File: src/rtl/kwd_pkg.sv
package kwd_pkg;

    typedef enum logic [1:0] {
        ST_IDLE   = 2'd0,
        ST_RUN    = 2'd1,
        ST_EXPIRE = 2'd2
    } kwd_state_e;

    localparam int OFS_COUNT   = 'h00;
    localparam int OFS_RELOAD  = 'h04;
    localparam int OFS_RESTART = 'h08;
    localparam int OFS_CTRL    = 'h0C;
    localparam int OFS_STATUS  = 'h10;
    localparam int OFS_CLEAR   = 'h14;

    localparam logic [31:0] RESTART_KEY = 32'h0000_4755;

    localparam int CB_EN    = 0;
    localparam int CB_RST   = 1;
    localparam int CB_PRE   = 2;
    localparam int CB_EXT   = 3;
    localparam int CB_CLK1M = 4;
    localparam int CB_SCOPE = 5;
    localparam int CB_ALT   = 7;

endpackage

File: src/rtl/kwd_regfile.sv
module kwd_regfile
    import kwd_pkg::*;
#(
    parameter int          CNT_W      = 32,
    parameter int          ADDR_W     = 5,
    parameter int          THR_LSB    = 10,
    parameter logic [31:0] RELOAD_RST = 32'hFFFF_FFFF
) (
    input  logic                     clk,
    input  logic                     rst_n,
    input  logic                     bus_sel,
    input  logic                     bus_we,
    input  logic [ADDR_W-1:0]        bus_addr,
    input  logic [31:0]              bus_wdata,
    output logic [31:0]              bus_rdata,
    input  logic [CNT_W-1:0]         cnt_val,
    input  logic [2:0]               status,
    output logic [CNT_W-1:0]         reload_q,
    output logic                     ctrl_en,
    output logic                     ctrl_rst,
    output logic                     ctrl_pre,
    output logic                     ctrl_ext,
    output logic                     ctrl_clk1m,
    output logic [1:0]               ctrl_scope,
    output logic                     ctrl_alt,
    output logic [CNT_W-THR_LSB-1:0] ctrl_thr,
    output logic                     restart_stb,
    output logic                     clear_stb
);

    logic [31:0] ctrl_q;
    logic        wr;

    assign wr = bus_sel && bus_we;

    always_ff @(posedge clk or negedge rst_n) begin
        if (!rst_n) begin
            reload_q <= RELOAD_RST[CNT_W-1:0];
            ctrl_q   <= '0;
        end else if (wr) begin
            if (bus_addr == ADDR_W'(OFS_RELOAD)) reload_q <= bus_wdata[CNT_W-1:0];
            if (bus_addr == ADDR_W'(OFS_CTRL))   ctrl_q   <= bus_wdata;
        end
    end

    assign restart_stb = wr && (bus_addr == ADDR_W'(OFS_RESTART)) && (bus_wdata == RESTART_KEY);
    assign clear_stb   = wr && (bus_addr == ADDR_W'(OFS_CLEAR)) && bus_wdata[0];

    assign ctrl_en    = ctrl_q[CB_EN];
    assign ctrl_rst   = ctrl_q[CB_RST];
    assign ctrl_pre   = ctrl_q[CB_PRE];
    assign ctrl_ext   = ctrl_q[CB_EXT];
    assign ctrl_clk1m = ctrl_q[CB_CLK1M];
    assign ctrl_scope = ctrl_q[CB_SCOPE+1:CB_SCOPE];
    assign ctrl_alt   = ctrl_q[CB_ALT];
    assign ctrl_thr   = ctrl_q[CNT_W-1:THR_LSB];

    always_comb begin
        bus_rdata = '0;
        unique case (bus_addr)
            ADDR_W'(OFS_COUNT):  bus_rdata = 32'(cnt_val);
            ADDR_W'(OFS_RELOAD): bus_rdata = 32'(reload_q);
            ADDR_W'(OFS_CTRL):   bus_rdata = ctrl_q;
            ADDR_W'(OFS_STATUS): bus_rdata = {29'd0, status};
            default:             bus_rdata = '0;
        endcase
    end

    // reload register only changes on a write to its own offset
    a_r11_reload_hold: assert property (@(posedge clk) disable iff (!rst_n)
        !(wr && bus_addr == ADDR_W'(OFS_RELOAD)) |=> $stable(reload_q));

endmodule

File: src/rtl/kwd_engine.sv
module kwd_engine
    import kwd_pkg::*;
#(
    parameter int          CNT_W      = 32,
    parameter int          THR_LSB    = 10,
    parameter logic [31:0] RELOAD_RST = 32'hFFFF_FFFF
) (
    input  logic                     clk,
    input  logic                     rst_n,
    input  logic                     tick_1us,
    input  logic                     ctrl_en,
    input  logic                     ctrl_rst,
    input  logic                     ctrl_pre,
    input  logic                     ctrl_ext,
    input  logic                     ctrl_clk1m,
    input  logic [CNT_W-THR_LSB-1:0] ctrl_thr,
    input  logic [CNT_W-1:0]         reload,
    input  logic                     restart,
    output logic [CNT_W-1:0]         cnt,
    output logic                     expire_evt,
    output logic                     pre_hit,
    output logic                     reset_req,
    output logic                     ext_trig
);

    kwd_state_e       state, state_nxt;
    logic             step;
    logic             active;
    logic             at_zero;
    logic [CNT_W-1:0] thr_full;

    assign step     = ctrl_clk1m ? tick_1us : 1'b1;
    assign active   = (state == ST_RUN) && ctrl_en && step && !restart;
    assign at_zero  = (cnt == '0);
    assign thr_full = {ctrl_thr, {THR_LSB{1'b0}}};

    always_ff @(posedge clk or negedge rst_n) begin
        if (!rst_n) state <= ST_IDLE;
        else        state <= state_nxt;
    end

    always_comb begin
        state_nxt = state;
        unique case (state)
            ST_IDLE:   if (ctrl_en) state_nxt = ST_RUN;
            ST_RUN: begin
                if (!ctrl_en)                state_nxt = ST_IDLE;
                else if (active && at_zero)  state_nxt = ST_EXPIRE;
            end
            ST_EXPIRE: state_nxt = ctrl_en ? ST_RUN : ST_IDLE;
            default:   state_nxt = ST_IDLE;
        endcase
    end

    always_ff @(posedge clk or negedge rst_n) begin
        if (!rst_n)                         cnt <= RELOAD_RST[CNT_W-1:0];
        else if (restart)                   cnt <= reload;
        else if (active && at_zero)         cnt <= reload;
        else if (active)                    cnt <= cnt - 1'b1;
    end

    always_comb begin
        expire_evt = (state == ST_EXPIRE);
        reset_req  = expire_evt && ctrl_rst;
        ext_trig   = expire_evt && ctrl_ext;
        pre_hit    = active && ctrl_pre && (cnt == thr_full);
    end

    // a keyed restart loads the reload value
    a_r2_restart_loads: assert property (@(posedge clk) disable iff (!rst_n)
        restart |=> cnt == $past(reload));
    // counter holds while disabled
    a_r3_frozen: assert property (@(posedge clk) disable iff (!rst_n)
        (!ctrl_en && !restart) |=> $stable(cnt));
    // no step without a tick in tick mode
    a_r4_tick_gate: assert property (@(posedge clk) disable iff (!rst_n)
        (ctrl_clk1m && !tick_1us && !restart) |=> $stable(cnt));
    // expiry lasts one clock
    a_r5_single_expire: assert property (@(posedge clk) disable iff (!rst_n)
        (state == ST_EXPIRE) |=> (state != ST_EXPIRE));
    // reset request is a single-cycle pulse
    a_r6_pulse_width: assert property (@(posedge clk) disable iff (!rst_n)
        reset_req |=> !reset_req);
    // external trigger is a single-cycle pulse
    a_r7_trig_width: assert property (@(posedge clk) disable iff (!rst_n)
        ext_trig |=> !ext_trig);

endmodule

File: src/rtl/kwd_status.sv
module kwd_status (
    input  logic       clk,
    input  logic       rst_n,
    input  logic       expire_evt,
    input  logic       pre_hit,
    input  logic       alt_arm,
    input  logic       clear_stb,
    output logic [2:0] flags,
    output logic       irq
);

    always_ff @(posedge clk or negedge rst_n) begin
        if (!rst_n) begin
            flags <= '0;
        end else begin
            flags[0] <= (flags[0] && !clear_stb) || expire_evt;
            flags[1] <= (flags[1] && !clear_stb) || (expire_evt && alt_arm);
            flags[2] <= (flags[2] && !clear_stb) || pre_hit;
        end
    end

    assign irq = flags[2];

    // a clear with no simultaneous event leaves all flags low
    a_r10_clear: assert property (@(posedge clk) disable iff (!rst_n)
        (clear_stb && !expire_evt && !pre_hit) |=> (flags == 3'b000));
    // expired flag is sticky
    a_r5_sticky: assert property (@(posedge clk) disable iff (!rst_n)
        (flags[0] && !clear_stb) |=> flags[0]);
    // interrupt holds until cleared
    a_r9_irq_hold: assert property (@(posedge clk) disable iff (!rst_n)
        (irq && !clear_stb) |=> irq);

endmodule

File: src/rtl/keyed_watchdog.sv
module keyed_watchdog
    import kwd_pkg::*;
#(
    parameter int          CNT_W      = 32,
    parameter int          ADDR_W     = 5,
    parameter int          THR_LSB    = 10,
    parameter logic [31:0] RELOAD_RST = 32'hFFFF_FFFF
) (
    input  logic              clk,
    input  logic              rst_n,
    input  logic              tick_1us,
    input  logic              bus_sel,
    input  logic              bus_we,
    input  logic [ADDR_W-1:0] bus_addr,
    input  logic [31:0]       bus_wdata,
    output logic [31:0]       bus_rdata,
    output logic              reset_req,
    output logic [1:0]        reset_scope,
    output logic              ext_trig,
    output logic              irq
);

    localparam int THR_W = CNT_W - THR_LSB;

    logic [CNT_W-1:0] cnt, reload_q;
    logic [2:0]       flags;
    logic             ctrl_en, ctrl_rst, ctrl_pre, ctrl_ext, ctrl_clk1m, ctrl_alt;
    logic [THR_W-1:0] ctrl_thr;
    logic             restart_stb, clear_stb, expire_evt, pre_hit;

    kwd_regfile #(
        .CNT_W(CNT_W), .ADDR_W(ADDR_W), .THR_LSB(THR_LSB), .RELOAD_RST(RELOAD_RST)
    ) u_regs (
        .clk(clk), .rst_n(rst_n),
        .bus_sel(bus_sel), .bus_we(bus_we), .bus_addr(bus_addr),
        .bus_wdata(bus_wdata), .bus_rdata(bus_rdata),
        .cnt_val(cnt), .status(flags), .reload_q(reload_q),
        .ctrl_en(ctrl_en), .ctrl_rst(ctrl_rst), .ctrl_pre(ctrl_pre),
        .ctrl_ext(ctrl_ext), .ctrl_clk1m(ctrl_clk1m), .ctrl_scope(reset_scope),
        .ctrl_alt(ctrl_alt), .ctrl_thr(ctrl_thr),
        .restart_stb(restart_stb), .clear_stb(clear_stb)
    );

    kwd_engine #(
        .CNT_W(CNT_W), .THR_LSB(THR_LSB), .RELOAD_RST(RELOAD_RST)
    ) u_engine (
        .clk(clk), .rst_n(rst_n), .tick_1us(tick_1us),
        .ctrl_en(ctrl_en), .ctrl_rst(ctrl_rst), .ctrl_pre(ctrl_pre),
        .ctrl_ext(ctrl_ext), .ctrl_clk1m(ctrl_clk1m), .ctrl_thr(ctrl_thr),
        .reload(reload_q), .restart(restart_stb), .cnt(cnt),
        .expire_evt(expire_evt), .pre_hit(pre_hit),
        .reset_req(reset_req), .ext_trig(ext_trig)
    );

    kwd_status u_status (
        .clk(clk), .rst_n(rst_n), .expire_evt(expire_evt), .pre_hit(pre_hit),
        .alt_arm(ctrl_alt), .clear_stb(clear_stb), .flags(flags), .irq(irq)
    );

endmodule

File: config.mk
export PLATFORM = sky130hd
export DESIGN_NAME = keyed_watchdog
export DESIGN_NICKNAME = d
export VERILOG_FILES = /design/src/rtl/kwd_pkg.sv /design/src/rtl/kwd_regfile.sv /design/src/rtl/kwd_engine.sv /design/src/rtl/kwd_status.sv /design/src/rtl/keyed_watchdog.sv
export SDC_FILE = /design/constraint.sdc
export NUM_CORES = 1
export LEC_CHECK = 0
export ABC_AREA = 1
export BUFFER_PORTS_ARGS = -buffer_cell sky130_fd_sc_hd__buf_2
export CORE_MARGIN = 2
export CORE_UTILIZATION = 30
export DETAILED_ROUTE_END_ITERATION = 10
export SYNTH_ARGS = -nofsm -noshare
export SYNTH_HDL_FRONTEND = slang
export SYNTH_SLANG_ARGS = --single-unit
File: constraint.sdc
create_clock -name clk -period 5.5 [get_ports clk]
set_input_delay 1.65 -clock clk [delete_from_list [all_inputs] [get_ports clk]]
set_output_delay 1.65 -clock clk [all_outputs]
set_load 0.05 [all_outputs]
==> summary.md, run 1 <==
| Metric | Value |
|---|---|
| Iteration-0 DRC Markers | `558` |
| Synth warn | `0` |
| Die Span X | `153 um` |
| Initial antenna violation count | `0` |
| Row count | `54` |
| Unique masters post-synth | `39` |
| Synth Register Bits | `~100` |
| Layout fillers | `2393` |
| Clock Latency Late Sink | `about 0.36 ns` |
| Largest family of logic cells by synthesized area | `simple AND/OR/NAND/NOR gates` |
| Number of synthesized flops with an enable pin | `0` |
| Cell breakdown of the critical path | `buf_2 > inv_1 > nand2_1 > nor2_1 > nand2_1 > nor2_1 > inv_1 > buf_4 > o221ai_1 > buf_2` |
| Worst slew pin tran | `1.11 ns` |
| Hold Path Class | `reg2reg` |
| Post-CTS setup buffers | `0` |
| Setup repair after global routing missed its margin | `false` |
| Routed len/inst | `roughly 17 um` |
| Multiplexer share of the synthesized area | `0%` |
| Synth Area in Adders | `less than 1%` |
| Max Freq | `~200 MHz` |
| PostCTS Resize Cnt | `0` |
| Simple-gate share of the synthesized area | `around 33%` |
| Leak pwr | `about 3.4 nW` |
| Hpwl dp | `~16000 um` |
| Die Ht | `between 150 and 200 um` |
| Max Cap Viol | `0` |
| Max Slew Vio Count | `0` |
| CP delay by family, top | `buffers and inverters` |
| Via density | `roughly 4.9` |
| CTS root buf | `clkbuf_16` |
| CP Data Required Time | `approximately 3.9 ns` |
| Synth area leaders | `dfstp_2, nand2_1, dfrtp_1` |
| Mapped Nets | `~980` |
| Die area | `23500 um^2` |
| Nets | `a little over 1000` |
| Final Hold Fails | `0` |
| Synth top area share | `25.2%` |
| CP bufs+invs | `5` |
| Post-route minimum period | `about 5 ns` |
| CP max stage delay | `just over 0.3 ns` |
| Starting Density | `a little under a third` |
| Cell area after synthesis | `6680 um^2` |
| Via count | `a little over 6000` |
| Max rail drop VDD | `~0.14 mV` |
| Register area share after synthesis | `between 30% and 40%` |
| Commonest non-fill, non-tap cell in the layout | `nand2_1` |
| Post-synthesis area per instance | `roughly 7.2 um^2` |
| Clock Sinks | `slightly above 100` |
| Status | `complete, no violations` |
| Largest net degree at the start of global routing | `74` |
| # DRC | `0` |
| Total Wirelength | `roughly 22000 um` |
| N_diodes | `0` |
| XOR/XNOR Fraction of Synth Area | `~5%` |
| First-pass GRT wire length | `around 34000 um` |
| Number of setup violations in the final report | `0` |
| Layout cell share with drive strength beyond 1 | `a little under a quarter` |
| Pwr Density | `about 260 nW/um^2` |
| TritonCTS Buffers | `9` |
| Synth Area in Compound Gates | `10.9%` |
| First-pass DRT Iterations | `5` |
| Post-route ant nets | `0` |
| Critical path's slowest cell | `buf_2` |
| Gr ovfl total | `0` |
| Ys flop type | `dfstp_2` |
| Clock Skew | `0.00905 ns` |
| Total Power | `between 1.5 and 2 mW` |
| Most frequent cells in the layout | `nand2_1, inv_1, nor2_1, buf_2, o21ai_0` |
| Reg clk slew, reported paths | `~0.07 ns` |
| Core footprint | `around 22000 um^2` |
| Asr flop ratio synth | `100%` |
| Post-CTS Hold Buffers | `0` |
| H-Tree Level Count | `3` |
| Number of global-route vias before repair | `about 6100` |
| CP Launch Type | `input pin` |
| Fin crit share | `90.0%` |
| Critical Path AT | `3.30 ns` |
| Area growth syn-to-layout | `12.6%` |
| Fin util | `34.5%` |
| Max_slew headroom | `around 26%` |
| Critical Path End Type | `primary output` |
| Clock Tree Buf Depth | `2` |
| Setup TNS | `0 ns` |
| Total track usage | `18.7%` |
| Crit Path Category | `in2out` |
| Number of port buffers | `78` |
| CTS tree | `yes` |
| GPL Wtd Cong | `0.909` |
| Syn Inst Count | `roughly 930` |
| Crit-path max FO | `22` |
| Num ports | `79` |
| Leading area contributor after synthesis | `dfstp_2` |
## metal layers
layer	up-vias	share of wire (%)	GRT usage, %
li1	3011	-	-
met1	2945	44	25.3
met2	218	46	30.0
met3	50	5.4	2.47
met4	0	4.0	8.47
met5	-	0	0
## layout make-up
| class | count | area [um^2] | area share (%) |
|---|---|---|---|
| multi-input cells | 654 | 3310 | 44.1 |
| inverters | 134 | 503 | 6.69 |
| repair buffers | 83 | 430 | 5.72 |
| flip-flops and latches | 101 | 2610 | 34.7 |
| clock buffers | 10 | 239 | 3.18 |
| well taps | 280 | 350 | 4.66 |
| clock inverters | 6 | 77.6 | 1.03 |
## flip-flops by register name (all words and copies together) (netlist names)
signal,cells
u_status.flags,3
u_regs.reload_q,32
u_engine.cnt,32
u_regs.ctrl_q,32
u_engine.state,2
## synthesized netlist by cell type, types with 4 or more instances
cell type / n
buf_6: 8
nand3_1: 38
clkbuf_1: 19
nor2_1: 79
nor2_2: 9
xor2_1: 22
nand3_2: 8
o211ai_1: 16
nor2_4: 12
o22ai_1: 11
nand2_2: 14
inv_1: 129
dfstp_2: 64
buf_2: 12
o21ai_0: 70
nor3_1: 4
nand4_1: 8
inv_2: 5
nand2_1: 311
o221ai_1: 13
xnor2_1: 16
dfrtp_1: 37
a21oi_1: 4
## kinds of logic after synthesis
group,Yosys count
AOI/OAI and AO/OA,119
and+or+nand+nor,496
adders and majority gates,1
buffers and inverters,177
DFF,101
xor gates and xnor gates,38
## through the flow
step                      hold WS [ns]  instances  worst slack (ns)  cell area (um^2)
after global placement           0.448       1252             0.598              7200
after floorplan                  0.434        932             0.405              6680
final                            0.471       1268             0.552              7520
after detailed placement         0.460       1252             0.566              7200
after global routing             0.504       1268             0.327              7520
after CTS                        0.470       1268             0.566              7520
## report_power, final
part / internal (mW) / switching [mW] / leakage (nW)
registers: 0.854 / 0.0844 / 1.15
clock network: 0.374 / 0.316 / 0.153
logic: 0.101 / 0.215 / 2.11
## path summary, 6_finish.rpt
path	start	endpoint	slack, ns	depth (start not counted)
max in group asynchronous	rst_n	u_engine.cnt[31]	3.11	2
min	u_engine.state[0]	u_engine.state[0]	0.47	1
min reg2reg	u_engine.state[0]	u_engine.state[0]	0.47	1
min in group asynchronous	rst_n	u_regs.ctrl_q[21]	1.42	1
max reg2reg	u_engine.cnt[0]	u_engine.cnt[25]	2.92	10
max	bus_addr[0]	bus_rdata[15]	0.55	10
(Power assumes the default switching activity.)
==> inputs of run 2 (changes only) <==
--- a/config.mk
+++ b/config.mk
@@ -10,6 +10,7 @@
 export CORE_MARGIN = 2
 export CORE_UTILIZATION = 30
 export DETAILED_ROUTE_END_ITERATION = 10
+export REMOVE_ABC_BUFFERS = 1
 export SYNTH_ARGS = -nofsm -noshare
 export SYNTH_HDL_FRONTEND = slang
 export SYNTH_SLANG_ARGS = --single-unit
==> summary.md, run 2 (synthesis results as in run 1) <==
| Metric | Value |
|---|---|
| Status | `complete, no violations` |
| Number of port buffers | `78 (unchanged)` |
| Post-CTS setup buffers | `0 (unchanged)` |
| CP Data Required Time | `3.85 ns (about the same)` |
| Post-route minimum period | `4.91 ns (-0.0340 ns)` |
| Post-CTS Hold Buffers | `0 (unchanged)` |
| Num ports | `79 (unchanged)` |
| Max rail drop VDD | `0.158 mV (+12%)` |
| Number of setup violations in the final report | `0 (unchanged)` |
| Clock Latency Late Sink | `0.36 ns (about the same)` |
| H-Tree Level Count | `3 (unchanged)` |
| Row count | `54 (unchanged)` |
| Fin util | `34.5% (+0.069 points)` |
| Crit-path max FO | `15 (-32%)` |
| Iteration-0 DRC Markers | `411 (-26%)` |
| Gr ovfl total | `0 (unchanged)` |
| Cell area after layout | `7540 um^2 (+0.20%)` |
| Worst slew pin tran | `1.19 ns (+0.0877 ns)` |
| Area growth syn-to-layout | `12.8%` |
| Sw Ratio | `29.5% (-2.1 points)` |
| Critical Path End Type | `primary output` |
| Layout cell share with drive strength beyond 1 | `22.8% (+0.055 points)` |
| Hpwl dp | `15000 um (-8.2%)` |
| Commonest non-fill, non-tap cell in the layout | `nand2_1` |
| Die Span X | `153 um (unchanged)` |
| Pre-CTS WS | `0.562 ns (-0.00371 ns)` |
| CTS tree | `yes` |
| Setup TNS | `0 ns (unchanged)` |
| Critical hold path startpoint | `u_engine.state[0]` |
| Setup repair after global routing missed its margin | `false` |
| N_diodes | `0 (unchanged)` |
| Crit Path Category | `in2out` |
| Number of global-route vias before repair | `5833 (-4.7%)` |
| Int Pwr | `1.35 mW (+2.0%)` |
| Pwr Density | `255 nW/um^2 (-1.3%)` |
| Placement Cell Area | `7220 um^2 (+0.21%)` |
| # DRC | `0 (unchanged)` |
| PostCTS Resize Cnt | `0 (unchanged)` |
| Most frequent cells in the layout | `nand2_1, inv_1, nor2_1, buf_2, o21ai_0` |
| Starting Density | `30.6% (unchanged)` |
| Max Slew Vio Count | `0 (unchanged)` |
| CP startpoint | `bus_addr[0]` |
| Total track usage | `17.8% (-0.98 points)` |
| Post-route ant nets | `0 (unchanged)` |
| Psw | `0.568 mW (-7.8%)` |
| Final setup margin | `0.586 ns (+0.0340 ns)` |
| Nets | `1028 (+0.19%)` |
| Critical Path AT | `3.26 ns (-0.04 ns)` |
| Final Hold Fails | `0 (unchanged)` |
| Initial antenna violation count | `0 (unchanged)` |
| Die Ht | `153 um (unchanged)` |
| FF-to-FF Start | `u_engine.cnt[0]` |
| Worst hold slack | `0.462 ns (-0.00901 ns)` |
| Clock power share | `36.1% (+0.6 points)` |
| Via count | `5880 (-5.5%)` |
| Regs by FF count | `u_engine.cnt: 32 flops, u_regs.ctrl_q: 32 flops, u_regs.reload_q: 32 flops` |
| TritonCTS Buffers | `9 (unchanged)` |
| Total Wirelength | `20400 um (-5.7%)` |
| Fin crit share | `89.3% (-0.62 points)` |
| Largest net degree at the start of global routing | `65 (-12%)` |
| Reg clk slew, reported paths | `0.07 ns (about the same)` |
| Max Cap Viol | `0 (unchanged)` |
| GPL Wtd Cong | `0.874 (-3.9%)` |
| Max Freq | `204 MHz (+0.69%)` |
| Core footprint | `21800 um^2 (unchanged)` |
| CP Launch Type | `input pin` |
| Die area | `23500 um^2 (unchanged)` |
| First-pass GRT wire length | `32700 um (-4.7%)` |
| Clock Skew | `0.00996 ns (+0.000912 ns)` |
| Routed len/inst | `16.1 um (-5.8%)` |
| Max_slew headroom | `20.1% (-5.9 points)` |
| Via density | `4.63 (-5.7%)` |
| Clock Tree Buf Depth | `2 (unchanged)` |
| Sequential share of power | `48.2% (about the same)` |
| Clock Sinks | `101 (unchanged)` |
| Leak pwr | `3.43 nW (+0.37%)` |
| Hold Path Class | `reg2reg` |
| First-pass DRT Iterations | `5 (unchanged)` |
| CTS root buf | `clkbuf_16` |
| Logic pwr share | `15.7% (-0.6 points)` |
-- run 2: layout make-up --
type / count / area, um^2
repair buffers: 85 / 445
clock inverters: 6 / 87.6
fillers: 2391 / 14300
inverters: 134 / 503
clock buffers: 10 / 229
well taps: 280 / 350
flip-flops and latches: 101 / 2610
multi-input cells: 654 / 3310
-- run 2: power by group through the flow --
stage	Sequential (mW)	Clock, mW	Combinational [mW]
after floorplan	0.925	0	0.199
after global placement	0.935	0	0.302
after detailed placement	0.937	0	0.304
after CTS	0.926	0.705	0.305
after global routing	0.938	0.736	0.344
final	0.926	0.695	0.302
-- run 2: final timing paths --
kind	to	slack, ns	depth (start not counted)
max	bus_rdata[15]	0.59	9
min	u_engine.state[0]	0.46	1
max reg2reg	u_engine.cnt[22]	2.96	10
min reg2reg	u_engine.state[0]	0.46	1
max in group asynchronous	u_engine.cnt[1]	3.34	2
min in group asynchronous	u_regs.ctrl_q[25]	1.22	1
-- run 2: critical path, stage by stage --
cell	delay, ns
buf_2	0.10
inv_1	0.04
nand2_1	0.06
nor2_1	0.18
inv_1	0.08
nor2_2	0.10
inv_1	0.35
o221ai_1	0.38
buf_2	0.32
-- run 2: metal layers --
layer	track usage, %	wire, um
met3	2.98	909
met5	0	0
met1	24.7	9800
met2	28.1	9230
met4	5.95	479
-- run 2: metrics by stage --
step                instances  power [mW]
floorplan                 889        1.12
global placement         1254        1.24
detailed placement       1254        1.24
CTS                      1270        1.94
global route             1270        2.02
finish                   1270        1.92
==> inputs of run 3 (changes only) <==
--- a/config.mk
+++ b/config.mk
@@ -8,8 +8,9 @@
 export ABC_AREA = 1
 export BUFFER_PORTS_ARGS = -buffer_cell sky130_fd_sc_hd__buf_2
 export CORE_MARGIN = 2
-export CORE_UTILIZATION = 30
+export CORE_UTILIZATION = 55
 export DETAILED_ROUTE_END_ITERATION = 10
+export PLACE_DENSITY = 0.76
 export REMOVE_ABC_BUFFERS = 1
 export SYNTH_ARGS = -nofsm -noshare
 export SYNTH_HDL_FRONTEND = slang
==> summary.md, run 3 (synthesis results as in run 1) <==
| Metric | Value |
|---|---|
| Layout cell share with drive strength beyond 1 | `22.5% (-0.28 points)` |
| RR Endpoint | `u_engine.cnt[19]` |
| Reg clk slew, reported paths | `0.07 ns (about the same)` |
| CP Data Required Time | `3.85 ns (about the same)` |
| Routed len/inst | `15.9 um (-0.89%)` |
| Leak pwr | `3.41 nW (-0.59%)` |
| Pwr Density | `254 nW/um^2 (-0.29%)` |
| Critical Path End Type | `primary output` |
| Die Span X | `114 um (-25%)` |
| Starting Density | `56.1% (+25 points)` |
| Number of port buffers | `78 (unchanged)` |
| CTS root buf | `clkbuf_16` |
| Clock Tree Buf Depth | `2 (unchanged)` |
| Total track usage | `29.0% (+11 points)` |
| Hold Path Class | `reg2reg` |
| Critical Path AT | `3.24 ns (-0.02 ns)` |
| Max Freq | `204 MHz (+0.42%)` |
| FF-to-FF Start | `u_engine.cnt[0]` |
| GPL Wtd Cong | `0.929 (+6.4%)` |
| Stages on the worst setup path | `9 (unchanged)` |
| Number of global-route vias before repair | `5749 (-1.4%)` |
| Max Slew Vio Count | `0 (unchanged)` |
| Initial antenna violation count | `0 (unchanged)` |
| N_diodes | `0 (unchanged)` |
| TritonCTS Buffers | `9 (unchanged)` |
| Die Ht | `114 um (-25%)` |
| Clock Sinks | `101 (unchanged)` |
| Layout fillers | `1151 (-52%)` |
| Crit path to | `bus_rdata[15]` |
| Critical path's slowest cell | `o221ai_1` |
| Status | `complete, no violations` |
| Final setup margin | `0.607 ns (+0.0207 ns)` |
| Num ports | `79 (unchanged)` |
| Largest net degree at the start of global routing | `73 (+12%)` |
| Number of setup violations in the final report | `0 (unchanged)` |
| Max_slew headroom | `24.6% (+4.5 points)` |
| Setup TNS | `0 ns (unchanged)` |
| Cell area after layout | `7330 um^2 (-2.7%)` |
| Max Cap Viol | `0 (unchanged)` |
| Nets | `1027 (-0.097%)` |
| Crit Path Category | `in2out` |
| Post-route minimum period | `4.89 ns (-0.0207 ns)` |
| PostCTS Resize Cnt | `0 (unchanged)` |
| Worst path most repeated cell | `inv_1` |
| Regs by FF count | `u_engine.cnt: 32 flops, u_regs.ctrl_q: 32 flops, u_regs.reload_q: 32 flops` |
| Post-route ant nets | `0 (unchanged)` |
| Die area | `13000 um^2 (-44%)` |
| Hpwl dp | `12900 um (-14%)` |
| CP delay by family, top | `buffers and inverters` |
| First-pass GRT wire length | `29100 um (-11%)` |
| Crit-path max FO | `15 (unchanged)` |
| CP startpoint | `bus_addr[0]` |
| Core footprint | `11900 um^2 (-45%)` |
| Clock Latency Late Sink | `0.36 ns (about the same)` |
| CP Launch Type | `input pin` |
| Iteration-0 DRC Markers | `566 (+38%)` |
| Row count | `40 (-26%)` |
| CTS tree | `yes` |
| Worst R2R Setup Slack | `2.95 ns (about the same)` |
| Max rail drop VDD | `0.207 mV (+31%)` |
| Area growth syn-to-layout | `9.76%` |
| Fin crit share | `89.0% (-0.38 points)` |
| Final Hold Fails | `0 (unchanged)` |
| Worst Hold Path Cells | `1 (unchanged)` |
| Post-CTS setup buffers | `0 (unchanged)` |
| CP bufs+invs | `5 (unchanged)` |
| Via count | `6101 (+3.8%)` |
| H-Tree Level Count | `3 (unchanged)` |
| Via density | `5.37 (+16%)` |
| Gr ovfl total | `0 (unchanged)` |
| Clock Skew | `0.00789 ns (-0.00208 ns)` |
| Placement Cell Area | `7050 um^2 (-2.4%)` |
| R2R cell count | `10 (unchanged)` |
| Most frequent cells in the layout | `nand2_1, inv_1, nor2_1, buf_2, o21ai_0` |
| Worst slew pin tran | `1.13 ns (-0.0673 ns)` |
| First-pass DRT Iterations | `5 (unchanged)` |
| # DRC | `0 (unchanged)` |
| Total Wirelength | `18100 um (-11%)` |
| Commonest non-fill, non-tap cell in the layout | `nand2_1` |
| CP max stage delay | `0.36 ns (-0.02 ns)` |
| Cell breakdown of the critical path | `buf_2 > inv_1 > nand2_1 > nor2_1 > inv_1 > nor2_2 > inv_1 > o221ai_1 > buf_2` |
| Setup repair after global routing missed its margin | `false` |
| Post-CTS Hold Buffers | `0 (unchanged)` |
| Pre-CTS WS | `0.663 ns (+0.101 ns)` |
[run 3: changes by cell type in the layout (fill, tap and decap cells not counted), sizes merged]
cell and change:
clkbuf +2, bufinv -1, buf -1, clkinv -2, inv +1
[run 3: worst reg2reg max path, stage by stage (launching register included)]
cell     delay [ns]
dfstp_2        0.60
inv_1          0.07
ha_1           0.28
nand2_2        0.17
nor2_4         0.08
nand3_4        0.11
nor2_4         0.05
a21oi_4        0.80
nand2_1        0.15
nand3_1        0.11
nand2_1        0.05
[run 3: layout make-up]
class / instances / area (um^2) / share of cell area (%)
clock buffers: 12 / 236 / 3.23
clock inverters: 4 / 48.8 / 0.666
inverters: 134 / 503 / 6.86
well taps: 147 / 184 / 2.51
multi-input cells: 654 / 3310 / 45.2
repair buffers: 84 / 438 / 5.97
flip-flops and latches: 101 / 2610 / 35.6
[run 3: how the worst min path moves through the flow]
stage | startpoint | end | slack, ns
after floorplan | u_engine.state[0] | u_engine.state[0] | 0.43
after global placement | u_engine.state[0] | u_engine.state[0] | 0.45
after detailed placement | u_engine.state[0] | u_engine.state[0] | 0.46
after CTS | u_engine.state[0] | u_engine.state[0] | 0.48
after global routing | u_regs.reload_q[3] | u_regs.reload_q[3] | 0.51
final | u_engine.state[0] | u_engine.state[0] | 0.48
[run 3: power breakdown]
part / total (mW) / switching [mW] / internal, mW
Sequential: 0.926 / 0.0721 / 0.854
Combinational: 0.299 / 0.198 / 0.101
Clock: 0.640 / 0.286 / 0.354
[run 3: through the flow]
| stage | cells | hold slack (ns) | total power, mW | util, % |
|---|---|---|---|---|
| detailed placement | 1120 | 0.456 | 1.23 | 59.1 |
| finish | 1136 | 0.478 | 1.86 | 61.5 |
| floorplan | 889 | 0.434 | 1.12 | - |
| CTS | 1136 | 0.477 | 1.87 | 61.5 |
| global placement | 1120 | 0.449 | 1.22 | 59.1 |
| global route | 1136 | 0.511 | 1.95 | 61.5 |
[run 3: layer usage]
layer | GRT usage [%] | vias up | share of wire (%)
li1 | - | 2998 | -
met1 | 40.9 | 2830 | 46
met2 | 45.1 | 237 | 45
met3 | 5.24 | 36 | 6.8
met4 | 9.84 | 0 | 2.3
met5 | 0 | - | 0
